## src/rtl/blkrep_engine.sv

```systemverilog
module blkrep_engine (
  input  logic        clk,
  input  logic        rst_n,
  input  logic        start,
  input  logic [1:0]  op,
  input  logic [15:0] hl_in,
  input  logic [15:0] bc_in,
  input  logic [7:0]  a_in,
  output logic        busy,
  output logic        done,
  output logic [15:0] hl_out,
  output logic [15:0] bc_out,
  output logic        zf,
  output logic [15:0] mem_addr,
  output logic        mem_rd,
  output logic        mem_wr,
  output logic [7:0]  mem_wdata,
  input  logic [7:0]  mem_rdata,
  output logic [15:0] io_addr,
  output logic        io_rd,
  output logic        io_wr,
  output logic [7:0]  io_wdata,
  input  logic [7:0]  io_rdata
);
  localparam logic [1:0] OP_SCAN = 2'd0, OP_PIN = 2'd1, OP_POUT = 2'd2;

  typedef enum logic [1:0] {ST_IDLE, ST_ACC, ST_XFR, ST_UPD} st_t;

  st_t         st;
  logic [1:0]  mode;
  logic [15:0] hl, bc;
  logic [7:0]  key, dat;
  logic        zf_q, done_q;

  logic [15:0] bc_dec;
  logic [7:0]  b_dec;
  logic        hit, stop;

  assign bc_dec = bc - 16'd1;
  assign b_dec  = bc[15:8] - 8'd1;
  assign hit    = (dat == key);
  assign stop   = (mode == OP_SCAN) ? (hit || bc_dec == 16'd0) : (b_dec == 8'd0);

  always_ff @(posedge clk) begin
    if (!rst_n) begin
      st     <= ST_IDLE;
      mode   <= OP_SCAN;
      hl     <= '0;
      bc     <= '0;
      key    <= '0;
      dat    <= '0;
      zf_q   <= 1'b0;
      done_q <= 1'b0;
    end else begin
      done_q <= 1'b0;
      case (st)
        ST_IDLE: if (start && op != 2'd3) begin
          mode <= op;
          hl   <= hl_in;
          bc   <= bc_in;
          key  <= a_in;
          zf_q <= 1'b0;
          st   <= ST_ACC;
        end
        ST_ACC: begin
          dat <= (mode == OP_PIN) ? io_rdata : mem_rdata;
          st  <= ST_XFR;
        end
        ST_XFR: st <= ST_UPD;
        ST_UPD: begin
          hl <= hl - 16'd1;
          if (mode == OP_SCAN) begin
            bc   <= bc_dec;
            zf_q <= hit;
          end else begin
            bc[15:8] <= b_dec;
            zf_q     <= (b_dec == 8'd0);
          end
          if (stop) begin
            st     <= ST_IDLE;
            done_q <= 1'b1;
          end else begin
            st <= ST_ACC;
          end
        end
        default: st <= ST_IDLE;
      endcase
    end
  end

  assign busy      = (st != ST_IDLE);
  assign done      = done_q;
  assign hl_out    = hl;
  assign bc_out    = bc;
  assign zf        = zf_q;
  assign mem_addr  = hl;
  assign io_addr   = bc;
  assign mem_rd    = (st == ST_ACC) && (mode != OP_PIN);
  assign io_rd     = (st == ST_ACC) && (mode == OP_PIN);
  assign mem_wr    = (st == ST_XFR) && (mode == OP_PIN);
  assign io_wr     = (st == ST_XFR) && (mode == OP_POUT);
  assign mem_wdata = dat;
  assign io_wdata  = dat;
endmodule


```

## config.mk

```make
export PLATFORM = sky130hd
export DESIGN_NAME = blkrep_engine
export DESIGN_NICKNAME = d
export VERILOG_FILES = /design/src/rtl/blkrep_engine.sv
export SDC_FILE = /design/constraint.sdc
export NUM_CORES = 1
export LEC_CHECK = 0
export BUFFER_PORTS_ARGS = -buffer_cell sky130_fd_sc_hd__buf_4
export CAP_MARGIN = 20
export CORE_ASPECT_RATIO = 0.5
export CORE_MARGIN = 2
export CORE_UTILIZATION = 49
export DETAILED_ROUTE_END_ITERATION = 6
export GPL_TIMING_DRIVEN = 0
export HOLD_SLACK_MARGIN = 0.02
export PLACE_DENSITY = 0.8
export RECOVER_POWER = 100
export SLEW_MARGIN = 20
export SYNTH_ARGS = -nofsm -noshare
export SYNTH_HDL_FRONTEND = slang
export SYNTH_SLANG_ARGS = --single-unit
```

## constraint.sdc

```tcl
create_clock -name clk -period 2.75 [get_ports clk]
set_clock_uncertainty 0.1 [all_clocks]
set_input_delay 0.4125 -clock clk [delete_from_list [all_inputs] [get_ports clk]]
set_output_delay 0.4125 -clock clk [all_outputs]
set_load 0.03 [all_outputs]
```

==> metrics.txt, run 1 <==
# TYPE chip_impl_metric gauge
chip_impl_info{name="critical_path.slowest_cell",value="sky130_fd_sc_hd__a31oi_1"} 1
chip_impl_metric{name="synthesis.yosys.warnings",unit=""} 0
chip_impl_metric{name="die_h",unit="um"} 65.0
chip_impl_info{name="worst_hold_path.endpoint",value="key[3]$_SDFFE_PN0P_"} 1
chip_impl_metric{name="number_of_enable_flip_flop_cells_after_synthesis",unit=""} 0
chip_impl_metric{name="reg2reg_slack",unit="ns"} 0.22
chip_impl_metric{name="instances_no_fill",unit=""} 718
chip_impl_info{name="timing.critical_path.from_type",value="flip-flop"} 1
chip_impl_metric{name="cts-buffers-inserted",unit=""} 5
chip_impl_metric{name="worst-endpoint-required",unit="ns"} 2.85
chip_impl_metric{name="maxCapViolCount",unit=""} 0
chip_impl_metric{name="first_iter_violations",unit=""} 431
chip_impl_info{name="type_of_destination_of_the_critical_path",value="flip-flop"} 1
chip_impl_metric{name="min_path_cells",unit=""} 3
chip_impl_info{name="grt_setup_unrepaired",value="no"} 1
chip_impl_metric{name="peakVddDrop",unit="V"} 0.000498
chip_impl_metric{name="power.share.combinational",unit=""} 0.629
chip_impl_metric{name="swShare",unit=""} 0.518
chip_impl_metric{name="area.growth.synth_to_final",unit="%"} 31.4
chip_impl_metric{name="ios",unit=""} 148
chip_impl_info{name="run_status",value="finished clean"} 1
chip_impl_metric{name="grt_pass1_wl",unit="mm"} 17.5
chip_impl_metric{name="row_count",unit=""} 22
chip_impl_info{name="synth_top_cell_by_area",value="sky130_fd_sc_hd__dfxtp_1"} 1
chip_impl_metric{name="setup_violations",unit=""} 0
chip_impl_metric{name="power",unit="mW"} 5.35
chip_impl_metric{name="async_flop_share",unit=""} 0
chip_impl_metric{name="r2r.worst_path.cells",unit=""} 7
chip_impl_metric{name="detailroute.via_count",unit=""} 4027
chip_impl_info{name="regToRegEndpoint",value="bc_out[14]$_SDFFE_PN0P_"} 1
chip_impl_metric{name="synth_seq_area_share",unit=""} 0.296
chip_impl_metric{name="clock-sinks",unit=""} 54
chip_impl_metric{name="routed_wl",unit="mm"} 11.3
chip_impl_metric{name="synthesis.area_per_instance",unit="um2"} 7.82
chip_impl_metric{name="clockBufferDepth",unit=""} 2
chip_impl_metric{name="multi_input_comb_area",unit="um2"} 2090
chip_impl_metric{name="syn_inst",unit=""} 467
chip_impl_metric{name="power_per_cell_area",unit="nW/um2"} 1120
chip_impl_metric{name="core",unit="um2"} 7270
chip_impl_info{name="hp-class",value="input port to flip-flop"} 1
chip_impl_info{name="timing.rr.start",value="st[0]$_SDFFE_PN0P_"} 1
chip_impl_metric{name="numPlacedInstances",unit=""} 710
chip_impl_metric{name="tightest_slew",unit="ns"} 0.768
chip_impl_metric{name="initial_utilization",unit=""} 0.502
chip_impl_metric{name="timing_hold_violations_final",unit=""} 0
chip_impl_info{name="synth_ff_type",value="sky130_fd_sc_hd__dfxtp_1"} 1
chip_impl_metric{name="crit_path_max_fanout",unit=""} 10
chip_impl_metric{name="global_route.overflow_total",unit=""} 0
chip_impl_metric{name="die_x",unit="um"} 126
chip_impl_metric{name="timing.setup.tns",unit="ns"} 0
chip_impl_info{name="cts.root.buffer_cell",value="sky130_fd_sc_hd__clkbuf_16"} 1
chip_impl_metric{name="gr-usage-all-layers",unit=""} 0.264
chip_impl_metric{name="design.die.area",unit="um2"} 8200
chip_impl_info{name="setup.worst_path.class",value="flip-flop to flip-flop"} 1
chip_impl_metric{name="fin_util",unit=""} 0.660
chip_impl_info{name="min-delay-start",value="a_in[3]"} 1
chip_impl_info{name="cp_cell_sequence",value="inv_1, ha_1, nor2b_1, a31oi_1, clkbuf_1, nor3_1, nor4_1"} 1
chip_impl_metric{name="synth.distinct_cells",unit=""} 61
chip_impl_metric{name="power.share.sequential",unit=""} 0.244
chip_impl_metric{name="number_of_iterations_in_the_first_detailed_routing_pass",unit=""} 5
chip_impl_metric{name="power.share.clock",unit=""} 0.128
chip_impl_metric{name="design.final.nets",unit=""} 692
chip_impl_metric{name="finalCritPeriodShare",unit=""} 0.921
chip_impl_metric{name="pin_count_of_the_biggest_net_entering_global_routing",unit=""} 18
chip_impl_metric{name="maxSlewViolCount",unit=""} 0
chip_impl_metric{name="place.port_buffers",unit=""} 147
chip_impl_info{name="cts_tree",value="yes"} 1
chip_impl_metric{name="cts.htree.levels",unit=""} 2
chip_impl_metric{name="area.sequential",unit="um2"} 1080
chip_impl_metric{name="fill_cells",unit=""} 725
chip_impl_metric{name="flops_latches_synth",unit=""} 54
chip_impl_metric{name="route.detailed.vias_per_inst",unit=""} 5.61
chip_impl_metric{name="ant_nets",unit=""} 0
chip_impl_metric{name="timing.slew.headroom",unit=""} 0.488
chip_impl_metric{name="fmax",unit="MHz"} 395
chip_impl_metric{name="num_antenna_cells",unit=""} 0
chip_impl_metric{name="internal_power",unit="mW"} 2.58
chip_impl_metric{name="worst_setup_hold_path_clk_slew",unit="ns"} 0.07
chip_impl_metric{name="synth.top_cell.area_share",unit=""} 0.296
chip_impl_metric{name="clock_insertion_delay_worst_skew",unit="ns"} 0.30
chip_impl_metric{name="post_syn_nets",unit=""} 538
chip_impl_metric{name="grt_antenna_before_repair",unit=""} 0
chip_impl_metric{name="leakage_power",unit="nW"} 2.02
chip_impl_metric{name="post-route-drc-count",unit=""} 0
chip_impl_metric{name="dp.final_hpwl",unit="mm"} 8.50
chip_impl_metric{name="smallest_hold_slack",unit="ns"} 0.235
chip_impl_metric{name="max_stage_delay",unit="ns"} 0.55
chip_impl_metric{name="worst-endpoint-arrival",unit="ns"} 2.64
chip_impl_metric{name="drive_gt1_frac",unit=""} 0.241
chip_impl_metric{name="avgRoutedWirePerCell",unit="um"} 15.8
chip_impl_metric{name="min_period",unit="ns"} 2.53
chip_impl_metric{name="switching_power",unit="mW"} 2.77
chip_impl_metric{name="place_congestion",unit=""} 0.933
chip_impl_metric{name="vias_in_the_first_global_route",unit=""} 3512
chip_impl_metric{name="post_synth_instance_area",unit="um2"} 3650
chip_impl_info{name="synth.area.top_cells",value="sky130_fd_sc_hd__dfxtp_1 (30%), sky130_fd_sc_hd__buf_4 (8.2%), sky130_fd_sc_hd__mux2i_1 (6.0%)"} 1
==> worst max-delay path: cells and delay by family, from the launching register on <==
family	cells	cell delay [ns]
buf+inv	2	0.66
compound gates	1	0.55
simple gates	3	0.49
flops	1	0.34
fa+ha+maj	1	0.29
==> placed cells by master (no fill, tap or decap), drive strengths merged, types with 3 or more instances in the layout <==
master     n
a211oi    13
a21o       3
a21oi     33
a221oi     3
a22oi      4
a2bb2oi    3
a31oi      5
and2       4
buf      108
clkbuf   114
dfxtp     54
ha        10
inv       17
mux2i     22
nand2     37
nand2b     4
nand3     12
nand4      8
nor2      51
nor2b      6
nor3      16
nor4       6
o211ai     5
o21ai     24
o22ai     10
o31ai      4
or3        5
xnor2      8
xor2       5
==> area by class of cell <==
class | instances | area share
inverters | 16 | 0.0125
plain buffers | 69 | 0.0892
clock buffers | 6 | 0.0290
clock inverters | 2 | 0.00339
repair buffers | 147 | 0.180
well taps | 96 | 0.0251
multi-input cells | 328 | 0.435
flip-flops and latches | 54 | 0.225
==> routing by layer <==
| layer | track usage | wire (um) |
|---|---|---|
| met1 | 0.359 | 4820 |
| met2 | 0.431 | 5240 |
| met3 | 0.0562 | 1100 |
| met4 | 0.0687 | 189 |
| met5 | 0 | 0 |
==> kinds of logic after synthesis <==
kind of cell	count (synthesis)	share of synthesized area
AO/OA/AOI/OAI	123	0.220
AND/OR/NAND/NOR	160	0.225
adder cells (fa/ha/maj)	10	0.0343
flip-flops	54	0.296
buffers and inverters	85	0.133
XOR/XNOR	13	0.0312
multiplexers	22	0.0603
==> registers in the layout, summed over array words and instances, names as in the netlist <==
name      count
st            2
mode          2
bc_out       16
key           8
zf            1
hl_out       16
done          1
io_wdata      8
==> worst max-delay path by stage <==
stage	depth (start not counted)	slack, ns	startpoint	endpoint
finish	7	0.22	st[0]$_SDFFE_PN0P_	bc_out[14]$_SDFFE_PN0P_
global route	6	0.08	st[1]$_SDFFE_PN0P_	mem_rd
CTS	7	0.16	st[0]$_SDFFE_PN0P_	hl_out[3]$_SDFFE_PN0P_
detailed placement	7	0.18	st[0]$_SDFFE_PN0P_	hl_out[2]$_SDFFE_PN0P_
global placement	7	0.22	st[0]$_SDFFE_PN0P_	hl_out[2]$_SDFFE_PN0P_
floorplan	7	0.50	bc_out[5]$_SDFFE_PN0P_	st[0]$_SDFFE_PN0P_
==> power groups by stage <==
| stage | sequential, mW | clock (mW) | combinational, mW |
|---|---|---|---|
| floorplan | 1.59 | 0 | 2.17 |
| global placement | 1.32 | 0 | 3.47 |
| detailed placement | 1.32 | 0 | 3.52 |
| CTS | 1.31 | 0.683 | 3.53 |
| global route | 1.35 | 0.716 | 3.61 |
| finish | 1.30 | 0.683 | 3.36 |
==> stage by stage <==
step,area [um2],setup slack (ns)
floorplan,3650,0.501
global placement,4870,0.218
detailed placement,4870,0.182
CTS,5030,0.161
global route,4790,0.0795
finish,4790,0.218
==> what timing repair did <==
item / 4_1_cts / 5_1_grt
buffers inserted: 0 / 0
gates resized for setup: 0 / 2
hold buffers: 0 / 0
endpoints found under the hold margin: 0 / 0
setup endpoints to repair: 0 / 14
==> synth_stat cells, drive strengths merged, types with 12 or more instances <==
| master | instances |
|---|---|
| inv | 16 |
| nand3 | 12 |
| nor3 | 16 |
| mux2i | 22 |
| nand2 | 37 |
| nor2 | 51 |
| a211oi | 13 |
| a21oi | 33 |
| buf | 49 |
| dfxtp | 54 |
| o21ai | 24 |
| clkbuf | 20 |
Note: power is estimated with default switching activity, not from simulation.
==> inputs of run 2 (changes only) <==
ABC_AREA = 1   (was unset)
CORE_UTILIZATION = 50   (was 49)
PLACE_DENSITY = 0.81   (was 0.8)
==> metrics.txt, run 2 <==
# TYPE chip_impl_metric gauge
chip_impl_info{name="run_status",value="finished clean"} 1
chip_impl_info{name="synth.area.top_cells",value="sky130_fd_sc_hd__dfxtp_1 (28%), sky130_fd_sc_hd__nand2_1 (14%), sky130_fd_sc_hd__buf_4 (8.1%)"} 1
chip_impl_info{name="layout_commonest_cell",value="sky130_fd_sc_hd__nand2_1"} 1
chip_impl_metric{name="numPlacedInstances",unit=""} 836
chip_impl_metric{name="power.share.combinational",unit=""} 0.657
chip_impl_info{name="hp-class",value="input port to flip-flop"} 1
chip_impl_metric{name="vias_in_the_first_global_route",unit=""} 3822
chip_impl_info{name="setup.worst_path.class",value="flip-flop to primary output"} 1
chip_impl_metric{name="synth.distinct_cells",unit=""} 38
chip_impl_metric{name="post-route-drc-count",unit=""} 0
chip_impl_metric{name="power.share.clock",unit=""} 0.111
chip_impl_metric{name="drive_gt1_frac",unit=""} 0.234
chip_impl_metric{name="clock_insertion_delay_worst_skew",unit="ns"} 0.30
chip_impl_metric{name="swShare",unit=""} 0.544
chip_impl_metric{name="async_flop_share",unit=""} 0
chip_impl_metric{name="num_antenna_cells",unit=""} 0
chip_impl_metric{name="maxCapViolCount",unit=""} 0
chip_impl_metric{name="post_syn_nets",unit=""} 664
chip_impl_info{name="cp_cell_sequence",value="inv_1, ha_1, clkinv_1, nor2_2, clkbuf_2"} 1
chip_impl_metric{name="ant_nets",unit=""} 0
chip_impl_metric{name="flops_latches_synth",unit=""} 54
chip_impl_metric{name="timing.slew.headroom",unit=""} 0.594
chip_impl_metric{name="peakVddDrop",unit="V"} 0.000498
chip_impl_info{name="worst_path_dominant_cell_family",value="buffers and inverters"} 1
chip_impl_metric{name="number_of_resized_instances_in_the_post_cts_repair_step",unit=""} 0
chip_impl_metric{name="internal_power",unit="mW"} 2.56
chip_impl_metric{name="min_period",unit="ns"} 2.50
chip_impl_metric{name="gr-usage-all-layers",unit=""} 0.272
chip_impl_info{name="critical_path.slowest_cell",value="sky130_fd_sc_hd__nor2_2"} 1
chip_impl_metric{name="tightest_slew",unit="ns"} 0.609
chip_impl_metric{name="cts.hold.buffers_added",unit=""} 0
chip_impl_metric{name="die_x",unit="um"} 127
chip_impl_metric{name="global_route.overflow_total",unit=""} 0
chip_impl_metric{name="switching_power",unit="mW"} 3.06
chip_impl_info{name="synth_top_cell_by_area",value="sky130_fd_sc_hd__dfxtp_1"} 1
chip_impl_metric{name="area.growth.synth_to_final",unit="%"} 29.5
chip_impl_metric{name="worst-endpoint-arrival",unit="ns"} 1.99
chip_impl_metric{name="synthesis.area_per_instance",unit="um2"} 6.41
chip_impl_metric{name="pin_count_of_the_biggest_net_entering_global_routing",unit=""} 16
chip_impl_metric{name="number_of_iterations_in_the_first_detailed_routing_pass",unit=""} 5
chip_impl_metric{name="cts-buffers-inserted",unit=""} 5
chip_impl_metric{name="crit_path_max_fanout",unit=""} 9
chip_impl_metric{name="clock-sinks",unit=""} 54
chip_impl_metric{name="reg2reg_slack",unit="ns"} 0.28
chip_impl_metric{name="row_count",unit=""} 22
chip_impl_metric{name="post-cts-setup-buffers",unit=""} 0
chip_impl_metric{name="maxSlewViolCount",unit=""} 0
chip_impl_metric{name="setup_violations",unit=""} 0
chip_impl_metric{name="timing_hold_violations_final",unit=""} 0
chip_impl_info{name="timing.critical_path.from_type",value="flip-flop"} 1
chip_impl_metric{name="detailroute.via_count",unit=""} 4348
chip_impl_metric{name="route.detailed.vias_per_inst",unit=""} 5.16
chip_impl_metric{name="leakage_power",unit="nW"} 2.31
chip_impl_metric{name="number_of_enable_flip_flop_cells_after_synthesis",unit=""} 0
chip_impl_metric{name="grt_pass1_wl",unit="mm"} 18.0
chip_impl_metric{name="place.port_buffers",unit=""} 147
chip_impl_metric{name="worst-endpoint-required",unit="ns"} 2.24
chip_impl_metric{name="design.die.area",unit="um2"} 8360
chip_impl_metric{name="die_h",unit="um"} 65.7
chip_impl_metric{name="finalCritPeriodShare",unit=""} 0.909
chip_impl_metric{name="clockBufferDepth",unit=""} 2
chip_impl_metric{name="syn_inst",unit=""} 593
chip_impl_metric{name="grt_antenna_before_repair",unit=""} 0
chip_impl_metric{name="worst_setup_hold_path_clk_slew",unit="ns"} 0.07
chip_impl_metric{name="initial_utilization",unit=""} 0.517
chip_impl_metric{name="max_stage_delay",unit="ns"} 0.41
chip_impl_metric{name="instances_no_fill",unit=""} 843
chip_impl_info{name="cts_tree",value="yes"} 1
chip_impl_metric{name="synth.top_cell.area_share",unit=""} 0.284
chip_impl_metric{name="avgRoutedWirePerCell",unit="um"} 13.8
chip_impl_metric{name="power.share.sequential",unit=""} 0.233
chip_impl_metric{name="first_iter_violations",unit=""} 268
chip_impl_metric{name="cp.buffers_inverters",unit=""} 3
chip_impl_metric{name="post_synth_instance_area",unit="um2"} 3800
chip_impl_metric{name="timing.setup.tns",unit="ns"} 0
chip_impl_metric{name="routed_wl",unit="mm"} 11.6
chip_impl_metric{name="fmax",unit="MHz"} 400
chip_impl_metric{name="cts.htree.levels",unit=""} 2
chip_impl_metric{name="ios",unit=""} 148
chip_impl_metric{name="design.final.nets",unit=""} 818
chip_impl_metric{name="fill_cells",unit=""} 752
chip_impl_info{name="grt_setup_unrepaired",value="no"} 1
chip_impl_info{name="synth_most_common_cell",value="sky130_fd_sc_hd__nand2_1"} 1
chip_impl_metric{name="core",unit="um2"} 7350
chip_impl_info{name="synth_common_cells",value="sky130_fd_sc_hd__nand2_1 (143), sky130_fd_sc_hd__inv_1 (62), sky130_fd_sc_hd__dfxtp_1 (54), sky130_fd_sc_hd__nor2_1 (53), sky130_fd_sc_hd__a21oi_1 (50)"} 1
chip_impl_metric{name="synthesis.yosys.warnings",unit=""} 0
chip_impl_info{name="synth_ff_type",value="sky130_fd_sc_hd__dfxtp_1"} 1
chip_impl_metric{name="place_congestion",unit=""} 0.942
chip_impl_info{name="cts.root.buffer_cell",value="sky130_fd_sc_hd__clkbuf_16"} 1
chip_impl_info{name="most-common-layout-cells",value="sky130_fd_sc_hd__nand2_1 (144), sky130_fd_sc_hd__buf_4 (101), sky130_fd_sc_hd__clkbuf_1 (74), sky130_fd_sc_hd__inv_1 (63), sky130_fd_sc_hd__dfxtp_1 (54)"} 1
chip_impl_info{name="type_of_destination_of_the_critical_path",value="primary output"} 1
chip_impl_metric{name="power_per_cell_area",unit="nW/um2"} 1140
chip_impl_metric{name="synth_seq_area_share",unit=""} 0.284
chip_impl_metric{name="dp.final_hpwl",unit="mm"} 8.90
==> run 2: cell count changes after synthesis, sizes merged, moves of 9 or more <==
cell / change
nand2: +112
inv: +51
o21ai: +25
mux2i: -22
a21oi: +18
nor2: +18
nand3: +16
nor3: -10
o22ai: -10
clkbuf: -9
==> run 2: power by group through the flow <==
stage	Clock [mW]	Combinational [mW]	Sequential, mW
after detailed placement	0	3.87	1.32
after global placement	0	3.80	1.32
final	0.622	3.69	1.31
after floorplan	0	2.47	1.57
after CTS	0.625	3.89	1.31
after global routing	0.659	4.07	1.34
==> run 2: layout make-up <==
type                            instances  area, um2  area share
Buffer                                 60        385      0.0783
Clock buffer                            5        125      0.0254
Clock inverter                          2       10.0     0.00203
Inverter                               68        255      0.0519
Multi-Input combinational cell        411       2080       0.422
Sequential cell                        54       1080       0.220
Tap cell                               96        120      0.0244
Timing Repair Buffer                  147        870       0.177
==> run 2: per-layer routing <==
layer | wire (um) | share of wire | track usage | up-vias
met5 | 0 | 0 | 0 | -
li1 | - | - | - | 2185
met2 | 5350 | 0.46 | 0.461 | 167
met3 | 927 | 0.080 | 0.0497 | 17
met4 | 141 | 0.012 | 0.0673 | 0
met1 | 5230 | 0.45 | 0.362 | 1979
==> run 2: worst min-delay path, delay by kind of cell <==
kind	cells	cell delay [ns]
buffers and inverters	1	0.11
AOI/OAI and AO/OA	1	0.07
and+or+nand+nor	1	0.05
==> run 2: cell families (layout without fill, tap and decap cells) <==
logic type,after synthesis,after routing,synth area share
fa+ha+maj,10,10,0.0329
flops,54,54,0.284
buf+inv,128,282,0.169
xor+xnor,7,7,0.0161
simple gates,270,270,0.316
compound gates,124,124,0.182
==> run 2: metrics by stage <==
| stage | setup WS (ns) | instance area (um2) | util | hold slack [ns] | power [mW] |
|---|---|---|---|---|---|
| 6_report | 0.251 | 4920 | 0.670 | 0.290 | 5.62 |
| 4_1_cts | 0.279 | 5160 | 0.702 | 0.293 | 5.82 |
| 5_1_grt | 0.0712 | 4920 | 0.670 | 0.297 | 6.07 |
| 2_1_floorplan | 0.786 | 3800 | - | 0.337 | 4.04 |
| 3_3_place_gp | 0.656 | 5020 | 0.684 | 0.348 | 5.12 |
| 3_5_place_dp | 0.602 | 5020 | 0.684 | 0.354 | 5.19 |
==> run 2: final timing paths <==
| check | start | to | depth (start not counted) |
|---|---|---|---|
| hold / removal | bc_in[2] | bc_out[2]$_SDFFE_PN0P_ | 3 |
| hold reg to reg | key[6]$_SDFFE_PN0P_ | key[6]$_SDFFE_PN0P_ | 2 |
| setup reg to reg | st[0]$_SDFFE_PN0P_ | bc_out[9]$_SDFFE_PN0P_ | 8 |
| setup / recovery | st[1]$_SDFFE_PN0P_ | io_rd | 5 |
